<file path="src/rtl/hbg_pkg.sv">
package hbg_pkg;
  localparam int CMD_W    = 16;
  localparam int RST_BIT  = 0;
  localparam int DSEL_BIT = 13;
  localparam int LOCK_BIT = 15;

  function automatic int lo_bit(input int k);
    return 2 * k + 1;
  endfunction

  function automatic int hi_bit(input int k);
    return 2 * k + 2;
  endfunction
endpackage

</file>
<file path="src/rtl/hbg_cmd_reg.sv">
module hbg_cmd_reg #(
  parameter int NBR = 3
) (
  input  logic                     clk,
  input  logic                     rst,
  input  logic                     load,
  input  logic [hbg_pkg::CMD_W-1:0] cmd_word,
  output logic [NBR-1:0]           en_lo,
  output logic [NBR-1:0]           en_hi,
  output logic                     dsel,
  output logic                     lock,
  output logic                     clr,
  output logic [NBR-1:0]           sta_blk
);
  import hbg_pkg::*;

  logic unused_cmd;
  assign unused_cmd = ^cmd_word;

  assign clr = load & cmd_word[RST_BIT];

  always_ff @(posedge clk) begin
    if (rst) begin
      dsel <= 1'b0;
      lock <= 1'b0;
    end else if (load) begin
      dsel <= cmd_word[DSEL_BIT];
      lock <= cmd_word[LOCK_BIT];
    end
  end

  for (genvar k = 0; k < NBR; k++) begin : g_br
    localparam int LB = lo_bit(k);
    localparam int HB = hi_bit(k);
    always_ff @(posedge clk) begin
      if (rst) begin
        en_lo[k]   <= 1'b0;
        en_hi[k]   <= 1'b0;
        sta_blk[k] <= 1'b0;
      end else if (load) begin
        en_lo[k]   <= cmd_word[LB];
        en_hi[k]   <= cmd_word[HB];
        sta_blk[k] <= (cmd_word[LB] & cmd_word[HB]) |
                      (sta_blk[k] & ~cmd_word[RST_BIT]);
      end
    end
  end
endmodule

</file>
<file path="src/rtl/hbg_oc_timer.sv">
module hbg_oc_timer #(
  parameter int OC_LONG  = 200,
  parameter int OC_SHORT = 25
) (
  input  logic clk,
  input  logic rst,
  input  logic oc_in,
  input  logic sw_on,
  input  logic dsel_live,
  input  logic clr,
  output logic latched
);
  localparam int CW = $clog2(OC_LONG + 1);
  localparam logic [CW-1:0] L_END = CW'(OC_LONG - 1);
  localparam logic [CW-1:0] S_END = CW'(OC_SHORT - 1);

  logic [CW-1:0] cnt;
  logic          sel_q;
  logic          sel_eff;
  logic [CW-1:0] end_val;

  // The select is taken live on the first counted cycle, then held.
  assign sel_eff = (cnt == '0) ? dsel_live : sel_q;
  assign end_val = sel_eff ? S_END : L_END;

  always_ff @(posedge clk) begin
    if (rst) begin
      cnt     <= '0;
      sel_q   <= 1'b0;
      latched <= 1'b0;
    end else begin
      if (clr) latched <= 1'b0;
      if (oc_in && sw_on && !latched) begin
        if (cnt == '0) sel_q <= dsel_live;
        if (cnt == end_val) begin
          latched <= 1'b1;
          cnt     <= '0;
        end else begin
          cnt <= cnt + 1'b1;
        end
      end else begin
        cnt <= '0;
      end
    end
  end
endmodule

</file>
<file path="src/rtl/hbg_flags.sv">
module hbg_flags #(
  parameter int NBR = 3
) (
  input  logic           clk,
  input  logic           rst,
  input  logic           clr,
  input  logic           ov_in,
  input  logic           uv_in,
  input  logic [NBR-1:0] tw_in,
  input  logic [NBR-1:0] tsd_in,
  output logic           psf,
  output logic           tw,
  output logic           tsd_lat
);
  always_ff @(posedge clk) begin
    if (rst) begin
      psf     <= 1'b0;
      tw      <= 1'b0;
      tsd_lat <= 1'b0;
    end else begin
      psf     <= ov_in | uv_in | (psf & ~clr);
      tw      <= (|tw_in) | (tw & ~clr);
      tsd_lat <= (|tsd_in) | (tsd_lat & ~clr);
    end
  end
endmodule

</file>
<file path="src/rtl/hbg_gate_drv.sv">
module hbg_gate_drv #(
  parameter int NBR = 3
) (
  input  logic           clk,
  input  logic           rst,
  input  logic [NBR-1:0] en_lo,
  input  logic [NBR-1:0] en_hi,
  input  logic [NBR-1:0] sta_blk,
  input  logic [NBR-1:0] oc_lat_lo,
  input  logic [NBR-1:0] oc_lat_hi,
  input  logic           tsd_lat,
  input  logic           tsd_any,
  input  logic           en_pin,
  input  logic           uv_in,
  input  logic           ov_in,
  input  logic           lock,
  output logic [NBR-1:0] gate_lo,
  output logic [NBR-1:0] gate_hi
);
  logic glob_ok;
  assign glob_ok = en_pin & ~uv_in & ~(ov_in & lock) & ~tsd_lat & ~tsd_any;

  for (genvar k = 0; k < NBR; k++) begin : g_br
    logic br_ok;
    assign br_ok = glob_ok & ~sta_blk[k];
    always_ff @(posedge clk) begin
      if (rst) begin
        gate_lo[k] <= 1'b0;
        gate_hi[k] <= 1'b0;
      end else begin
        gate_lo[k] <= br_ok & en_lo[k] & ~oc_lat_lo[k];
        gate_hi[k] <= br_ok & en_hi[k] & ~oc_lat_hi[k];
      end
    end
  end
endmodule

</file>
<file path="src/rtl/hbridge_guard.sv">
module hbridge_guard #(
  parameter int NBR      = 3,
  parameter int OC_LONG  = 200,
  parameter int OC_SHORT = 25
) (
  input  logic                      clk,
  input  logic                      rst,
  input  logic                      en_pin,
  input  logic                      load,
  input  logic [hbg_pkg::CMD_W-1:0] cmd_word,
  input  logic [NBR-1:0]            oc_hi,
  input  logic [NBR-1:0]            oc_lo,
  input  logic                      ov_in,
  input  logic                      uv_in,
  input  logic [NBR-1:0]            tw_in,
  input  logic [NBR-1:0]            tsd_in,
  output logic [NBR-1:0]            gate_hi,
  output logic [NBR-1:0]            gate_lo,
  output logic                      flag_sta,
  output logic                      flag_oc,
  output logic                      flag_psf,
  output logic                      flag_tw,
  output logic                      flag_tsd
);
  logic [NBR-1:0] en_lo, en_hi, sta_blk, lat_lo, lat_hi;
  logic           dsel, lock, clr;

  hbg_cmd_reg #(.NBR(NBR)) u_cmd (
    .clk(clk), .rst(rst), .load(load), .cmd_word(cmd_word),
    .en_lo(en_lo), .en_hi(en_hi), .dsel(dsel), .lock(lock),
    .clr(clr), .sta_blk(sta_blk)
  );

  for (genvar k = 0; k < NBR; k++) begin : g_oc
    hbg_oc_timer #(.OC_LONG(OC_LONG), .OC_SHORT(OC_SHORT)) u_lo (
      .clk(clk), .rst(rst), .oc_in(oc_lo[k]), .sw_on(gate_lo[k]),
      .dsel_live(dsel), .clr(clr), .latched(lat_lo[k])
    );
    hbg_oc_timer #(.OC_LONG(OC_LONG), .OC_SHORT(OC_SHORT)) u_hi (
      .clk(clk), .rst(rst), .oc_in(oc_hi[k]), .sw_on(gate_hi[k]),
      .dsel_live(dsel), .clr(clr), .latched(lat_hi[k])
    );
  end

  hbg_flags #(.NBR(NBR)) u_flags (
    .clk(clk), .rst(rst), .clr(clr), .ov_in(ov_in), .uv_in(uv_in),
    .tw_in(tw_in), .tsd_in(tsd_in), .psf(flag_psf), .tw(flag_tw),
    .tsd_lat(flag_tsd)
  );

  hbg_gate_drv #(.NBR(NBR)) u_drv (
    .clk(clk), .rst(rst), .en_lo(en_lo), .en_hi(en_hi), .sta_blk(sta_blk),
    .oc_lat_lo(lat_lo), .oc_lat_hi(lat_hi), .tsd_lat(flag_tsd),
    .tsd_any(|tsd_in), .en_pin(en_pin), .uv_in(uv_in), .ov_in(ov_in),
    .lock(lock), .gate_lo(gate_lo), .gate_hi(gate_hi)
  );

  assign flag_sta = |sta_blk;
  assign flag_oc  = |{lat_lo, lat_hi};
endmodule

</file>
<file path="config.mk">
export PLATFORM = sky130hd
export DESIGN_NAME = hbridge_guard
export DESIGN_NICKNAME = d
export VERILOG_FILES = /design/src/rtl/hbg_pkg.sv /design/src/rtl/hbg_cmd_reg.sv /design/src/rtl/hbg_oc_timer.sv /design/src/rtl/hbg_flags.sv /design/src/rtl/hbg_gate_drv.sv /design/src/rtl/hbridge_guard.sv
export SDC_FILE = /design/constraint.sdc
export NUM_CORES = 1
export LEC_CHECK = 0
export BUFFER_PORTS_ARGS = -buffer_cell sky130_fd_sc_hd__buf_2
export CELL_PAD_IN_SITES_DETAIL_PLACEMENT = 1
export CELL_PAD_IN_SITES_GLOBAL_PLACEMENT = 2
export CORE_MARGIN = 5
export CORE_UTILIZATION = 30
export CTS_CLUSTER_DIAMETER = 30
export DETAILED_ROUTE_END_ITERATION = 12
export PLACE_DENSITY_LB_ADDON = 0.1
export SLEW_MARGIN = 5
export SYNTH_ARGS = -nofsm -noshare
export SYNTH_HDL_FRONTEND = slang
export SYNTH_SLANG_ARGS = --single-unit
</file>
<file path="constraint.sdc">
create_clock -name clk -period 1.67 [get_ports clk]
set_input_delay 0 -clock clk [delete_from_list [all_inputs] [get_ports clk]]
set_output_delay 0 -clock clk [all_outputs]
set_load 0.01 [all_outputs]
</file>
==> results of run 1 <==
-- registers in the layout, indices dropped and copies added, names as in the netlist --
name	cells
u_flags.psf	1
u_cmd.en_lo	3
u_cmd.lock	1
g_oc.u_lo.cnt	24
g_oc.u_hi.cnt	24
g_oc.u_hi.latched	3
g_oc.u_lo.latched	3
u_cmd.sta_blk	3
u_flags.tsd_lat	1
g_oc.u_hi.sel_q	3
u_drv.gate_hi	3
u_cmd.en_hi	3
u_cmd.dsel	1
g_oc.u_lo.sel_q	3
u_drv.gate_lo	3
u_flags.tw	1
-- where the power goes --
part	switching (W)	leakage (nW)	total (W)	internal, W
Combinational	0.000104	1.17	0.000206	0.000101
Sequential	0.0000147	0.648	0.00194	0.00193
Clock	0.000800	0.172	0.00234	0.00154
Total	0.000919	1.99	0.00449	0.00357
-- critical path, delay by kind of cell, from the launching register on --
kind            cells  cell delay, ns
buf+inv             1            0.06
flops               1            0.32
fa+ha+maj           1            0.12
compound gates      2            0.68
simple gates        1            0.30
-- final timing paths --
check | endpoint | slack (ns) | cells after the start
min reg2reg | u_drv.gate_hi[0] | 0.48 | 1
max reg2reg | g_oc[1].u_lo.cnt[6] | 0.08 | 5
max | g_oc[1].u_lo.cnt[6] | 0.08 | 5
min | g_oc[2].u_lo.sel_q | 0.04 | 4
-- cell type report --
type | instances | area, um^2 | area share
clock buffer | 11 | 253 | 0.0481
clock inverter | 5 | 103 | 0.0195
inverter | 22 | 82.6 | 0.0157
multi-input combinational | 296 | 2300 | 0.438
sequential | 80 | 1600 | 0.305
tap | 176 | 220 | 0.0419
timing repair buffer | 99 | 688 | 0.131
-- per-layer routing --
layer | part of all wire | track usage
met1 | 0.49 | 0.188
met2 | 0.46 | 0.231
met3 | 0.028 | 0.0318
met4 | 0.017 | 0.0612
met5 | 0 | 0
-- through the flow --
stage                     std cells  setup slack [ns]  setup TNS [ns]  hold WS [ns]  area (um^2)
after floorplan                 415             0.114               0         0.121         4010
after global placement          653            0.0860               0         0.221         4640
after detailed placement        653            0.0164               0         0.240         4640
after CTS                       686            0.0278               0        0.0266         5160
after global routing            689           -0.0532          -0.110        0.0671         5250
final                           689            0.0771               0        0.0405         5250
-- Yosys cell counts, types with 4 or more instances --
cell,n
nand4bb_1,7
nor4b_4,6
clkbuf_1,5
a32oi_1,5
mux2i_1,14
or3_1,5
o21bai_1,5
a21oi_1,13
nor2_1,32
nand4_1,5
inv_1,22
nor4b_1,7
xor2_1,17
xnor2_1,17
o21ai_0,6
a211oi_1,36
nor3b_1,6
nand3_1,22
ha_1,12
and3_1,9
a22o_1,5
nor4_1,4
nor2b_1,4
buf_4,6
dfxtp_1,80
nand2_1,22
nor3_1,10
a31o_2,8
-- cells by family (layout without fill, tap and decap cells) --
logic type / after synthesis / in the layout / share of synthesized area
flops: 80 / 80 / 0.399
compound gates: 93 / 93 / 0.186
mux: 14 / 14 / 0.0349
fa+ha+maj: 12 / 12 / 0.0374
buf+inv: 39 / 137 / 0.0430
simple gates: 143 / 143 / 0.225
xor+xnor: 34 / 34 / 0.0742
-- repair_timing --
item,4_1_cts,5_1_grt
hold buffers,15,0
pin swaps,1,4
gates cloned,0,0
setup endpoints to repair,6,35
gates resized for setup,0,18
buffers inserted,2,3
endpoints found under the hold margin,14,0
==> out/metrics.yaml, run 1 <==
ant_nets: 0
syn_to_final_growth_pct: 30.9
num-fill-cells: 1488
timing.fmax_mhz: 628
synth_top_area_share: 0.399
yosysUniqueCellTypes: 41
start_util: 0.304
coreArea_mm2: 0.0132
drv_cap: 0
yosysWarnings: 0
die_area_mm2: 0.0158
clock-sinks: 80
fin_crit_sh: 0.954
first_pass_iters: 4
drc: 0
cts_tree: "built"
num-nets-final: 554
track_usage: 0.144
crit_path_start_kind: "flop"
yosysSeqAreaShare: 0.399
synth-main-ff-cell: "dfxtp_1"
netlist_area_mm2: 0.00401
arrival_ns: 1.82
crit_start: "g_oc[1].u_lo.cnt[0]"
synth_enable_flop_cells: 0
overflow: 0
max_stage_delay_ns: 0.42
p_total_w: 0.00449
crit_chain: "inv_2 -> ha_4 -> nor4b_4 -> a32oi_4 -> a2111oi_2"
htree_levels: 3
portBuffers: 37
synth.avg_cell_area_um2: 9.67
tightest_slew_ns: 0.765
crit_type: "reg2reg"
setup_viol: 0
layout.cells.most_common: "dfxtp_1"
async_flop_share: 0
rr_startpoint: "g_oc[1].u_lo.cnt[0]"
hp-start: "oc_lo[2]"
wire_per_inst_um: 15.8
end_kind: "flop"
final_max_slew_viol_count: 0
worstHoldPathType: "in2reg"
grt_max_degree: 22
io_pins: 45
dpl.hpwl_um: 7900
worstPathRequired_ns: 1.90
postRouteWirelength_um: 10900
grt_pass1_vias: 3639
leakage_nw: 1.99
synth_fp_nets: 461
std_cell_rows: 42
cts_buffer_depth: 2
gp_congestion: 0.762
skew_ns: 0.00642
drive_gt1_frac: 0.273
clkTransAtPathRegs_ns: 0.06
critPathMaxFanout: 8
diodes: 0
layout_common_cells: "78 x dfxtp_1, 47 x buf_4, 37 x buf_2"
yosysTopAreaCell: "dfxtp_1"
rsz0062_at_grt: "yes"
grt_pass1_wl_um: 18500
ir_drop_mv: 0.435
synth-seq-cells: 80
cts_buffers: 9
die_w_um: 126
drt_iter0_drc: 121
final_hold_viol_count: 0
vias: 3420
die_h_um: 126
status: "finished, final reports clean"
root_buffer: "clkbuf_16"
slew_headroom: 0.490
power_density_mw_per_mm2: 855
fin_util: 0.398
via_per_inst: 4.96
cpMaxStageDelayCell: "a2111oi_2"
synth_area_leaders: "dfxtp_1 40%, a211oi_1 6.7%, ha_1 3.7%"
antenna_found_initial: 0
clock_latency_ns: 0.34
syn_inst: 415
min_period_ns: 1.59
No activity file was read; power rests on OpenSTA's default activity.
==> run 2: changes to the inputs <==
Settings changed: RECOVER_POWER set to 25, SYNTH_HIERARCHICAL set to 1.
==> run 2 against run 1 <==
The flow now finishes with violations (negative setup slack). First-iteration DRC count unchanged. Critical path depth up 1. Clock power down 13%. Sequential share of layout area down 4.9 points. Area after synthesis up 9.0%. Worst hold slack better by 0.042 ns. Combinational power up 52%. Register-to-register slack worse by 0.25 ns. Routed wire length up 24%. Sequential power about the same.
==> out/metrics.yaml, run 2 <==
synth.avg_cell_area_um2: 9.08
diodes: 0
clock_latency_ns: 0.34
crit_path_start_kind: "flop"
crit_chain: "inv_2 -> ha_4 -> or4b_4 -> nor4b_4 -> a21oi_4 -> a2111oi_4"
layout.cells.most_common: "buf_4"
setup_viol: 46
setup_tns_ns: -3.31
synth_fp_nets: 528
p_int_w: 0.00332
cts_tree: "built"
crit_type: "reg2reg"
worstHoldPathType: "in2reg"
max_stage_delay_ns: 0.49
cpMaxStageDelayCell: "or4b_4"
track_usage: 0.161
tightest_slew_ns: 0.530
num-nets-final: 653
fin_crit_sh: 1.10
leakage_nw: 2.39
grt_pass1_wl_um: 21700
drv_cap: 0
portBuffers: 37
start_util: 0.303
syn_inst: 482
clock-sinks: 80
io_pins: 45
ys_top_cells_by_count: "80 x dfxtp_1, 48 x nand2_1, 44 x nor2_1"
gp_congestion: 0.797
worstPathRequired_ns: 1.90
drive_gt1_frac: 0.410
dp_slack_ns: -0.262
failed_checks: "negative setup slack"
cp_top_family: "simple AND/OR/NAND/NOR gates"
cts_buffers: 9
async_flop_share: 0
die_w_um: 131
synth_area_leaders: "dfxtp_1 37%, xnor2_1 6.0%, nand2_1 4.1%"
antenna_found_initial: 0
min_period_ns: 1.84
grt_max_degree: 15
layout_common_cells: "70 x buf_4, 67 x dfxtp_1, 48 x nand2_1"
drt_iter0_drc: 121
crit_buf_inv: 1
critPathMaxFanout: 5
yosysTopAreaCell: "dfxtp_1"
grt_pass1_vias: 4270
yosysSeqAreaShare: 0.366
yosysUniqueCellTypes: 42
timing.fmax_mhz: 543
skew_ns: 0.00796
fin_util: 0.438
pwr-share-comb: 0.073
cts_buffer_depth: 2
die_h_um: 131
p_total_w: 0.00428
overflow: 0
first_pass_iters: 4
std_cell_rows: 44
postRouteWirelength_um: 13600
reg_top3: "g_oc.u_hi/cnt (24), g_oc.u_lo/cnt (24)"
coreArea_mm2: 0.0144
p_sw_w: 0.000963
root_buffer: "clkbuf_16"
final_hold_viol_count: 0
netlist_area_mm2: 0.00437
yosysMostFrequentCell: "dfxtp_1"
end_kind: "flop"
slew_headroom: 0.645
yosysWarnings: 6
drc: 0
die_area_mm2: 0.0171
dpl.hpwl_um: 9810
wire_per_inst_um: 17.0
rsz0062_at_grt: "yes"
via_per_inst: 5.07
clkTransAtPathRegs_ns: 0.06
vias: 4035
syn_to_final_growth_pct: 44.4
final_max_slew_viol_count: 0
ir_drop_mv: 0.511
clockPowerShare: 0.473
ant_nets: 0
synth_enable_flop_cells: 0
layout_setup_ws_ns: -0.170
power_density_mw_per_mm2: 678
status: "finished with violations"
synth_top_area_share: 0.366
synth-seq-cells: 80
sequentialPowerShare: 0.454
swShare: 0.225
synth-main-ff-cell: "dfxtp_1"
arrival_ns: 2.07
htree_levels: 3
==> run 2: cell types whose count changed after synthesis, sizes merged, moves of 8 or more <==
cell     delta
nor3       +16
inv        -10
xnor2      +13
or3         +8
nand2b      +9
a2111oi    +14
nor4       +13
nor2       +12
a32oi       -9
nand2      +26
xor2       -11
a21oi      +22
a211oi     -36
==> run 2: worst paths after layout <==
| check | startpoint | end | slack (ns) | cells after the start |
|---|---|---|---|---|
| max | g_oc[0].u_hi/cnt[1] | g_oc[0].u_hi/cnt[6] | -0.17 | 6 |
| min | oc_hi[1] | g_oc[1].u_hi/cnt[5] | 0.08 | 3 |
| max reg2reg | g_oc[0].u_hi/cnt[1] | g_oc[0].u_hi/cnt[6] | -0.17 | 6 |
| min reg2reg | u_cmd/en_lo[2] | u_drv/gate_lo[2] | 0.45 | 2 |
==> run 2: layer usage <==
| layer | vias to the layer above | GRT usage | routed length (um) |
|---|---|---|---|
| met5 | - | 0 | 0 |
| met4 | 0 | 0.0508 | 225 |
| met3 | 17 | 0.0337 | 425 |
| met2 | 53 | 0.276 | 6760 |
| met1 | 1966 | 0.204 | 6150 |
| li1 | 1999 | - | - |
==> run 2: kinds of logic (layout without fill, tap and decap cells) <==
group,count (synthesis),in the layout,synth area share
XOR/XNOR,36,36,0.0721
adder cells (fa/ha/maj),12,12,0.0343
AO/OA/AOI/OAI,83,83,0.151
buffers and inverters,32,162,0.0418
AND/OR/NAND/NOR,225,225,0.302
multiplexers,14,14,0.0320
flip-flops,80,80,0.366
==> run 2: metrics by stage <==
| stage | instances | instance area [um^2] | hold slack (ns) |
|---|---|---|---|
| 3_3_place_gp | 761 | 5360 | 0.245 |
| 4_1_cts | 794 | 6020 | 0.0618 |
| 3_5_place_dp | 761 | 5360 | 0.258 |
| 2_1_floorplan | 482 | 4490 | 0.0624 |
| 6_report | 796 | 6320 | 0.0829 |
| 5_1_grt | 796 | 6320 | 0.0806 |
==> run 2: final cells by class <==
cell class	count	area [um^2]
clock buffers	14	264
clock inverters	2	37.5
fillers	1627	8110
inverters	12	45.0
multi-input cells	370	3120
flip-flops and latches	80	1620
well taps	184	230
repair buffers	134	998
==> run 2: tightest hold or removal path, stage by stage <==
cell and delay [ns]:
buf_2 0.10, nand3b_1 0.19, nor3_1 0.08
==> run 2: power by group through the flow <==
stage,registers (W),logic [W],clock network (W)
3_5_place_dp,0.00199,0.000247,0
5_1_grt,0.00194,0.000337,0.00218
2_1_floorplan,0.00199,0.000114,0
6_report,0.00194,0.000313,0.00203
4_1_cts,0.00194,0.000293,0.00210
3_3_place_gp,0.00198,0.000246,0
==> run 2: repair_timing <==
action	in CTS	in global routing
pin swaps	19	11
resized for setup	39	47
hold endpoints to repair	14	0
hold buffers	16	0
buffers inserted	1	2
setup endpoints to repair	39	53
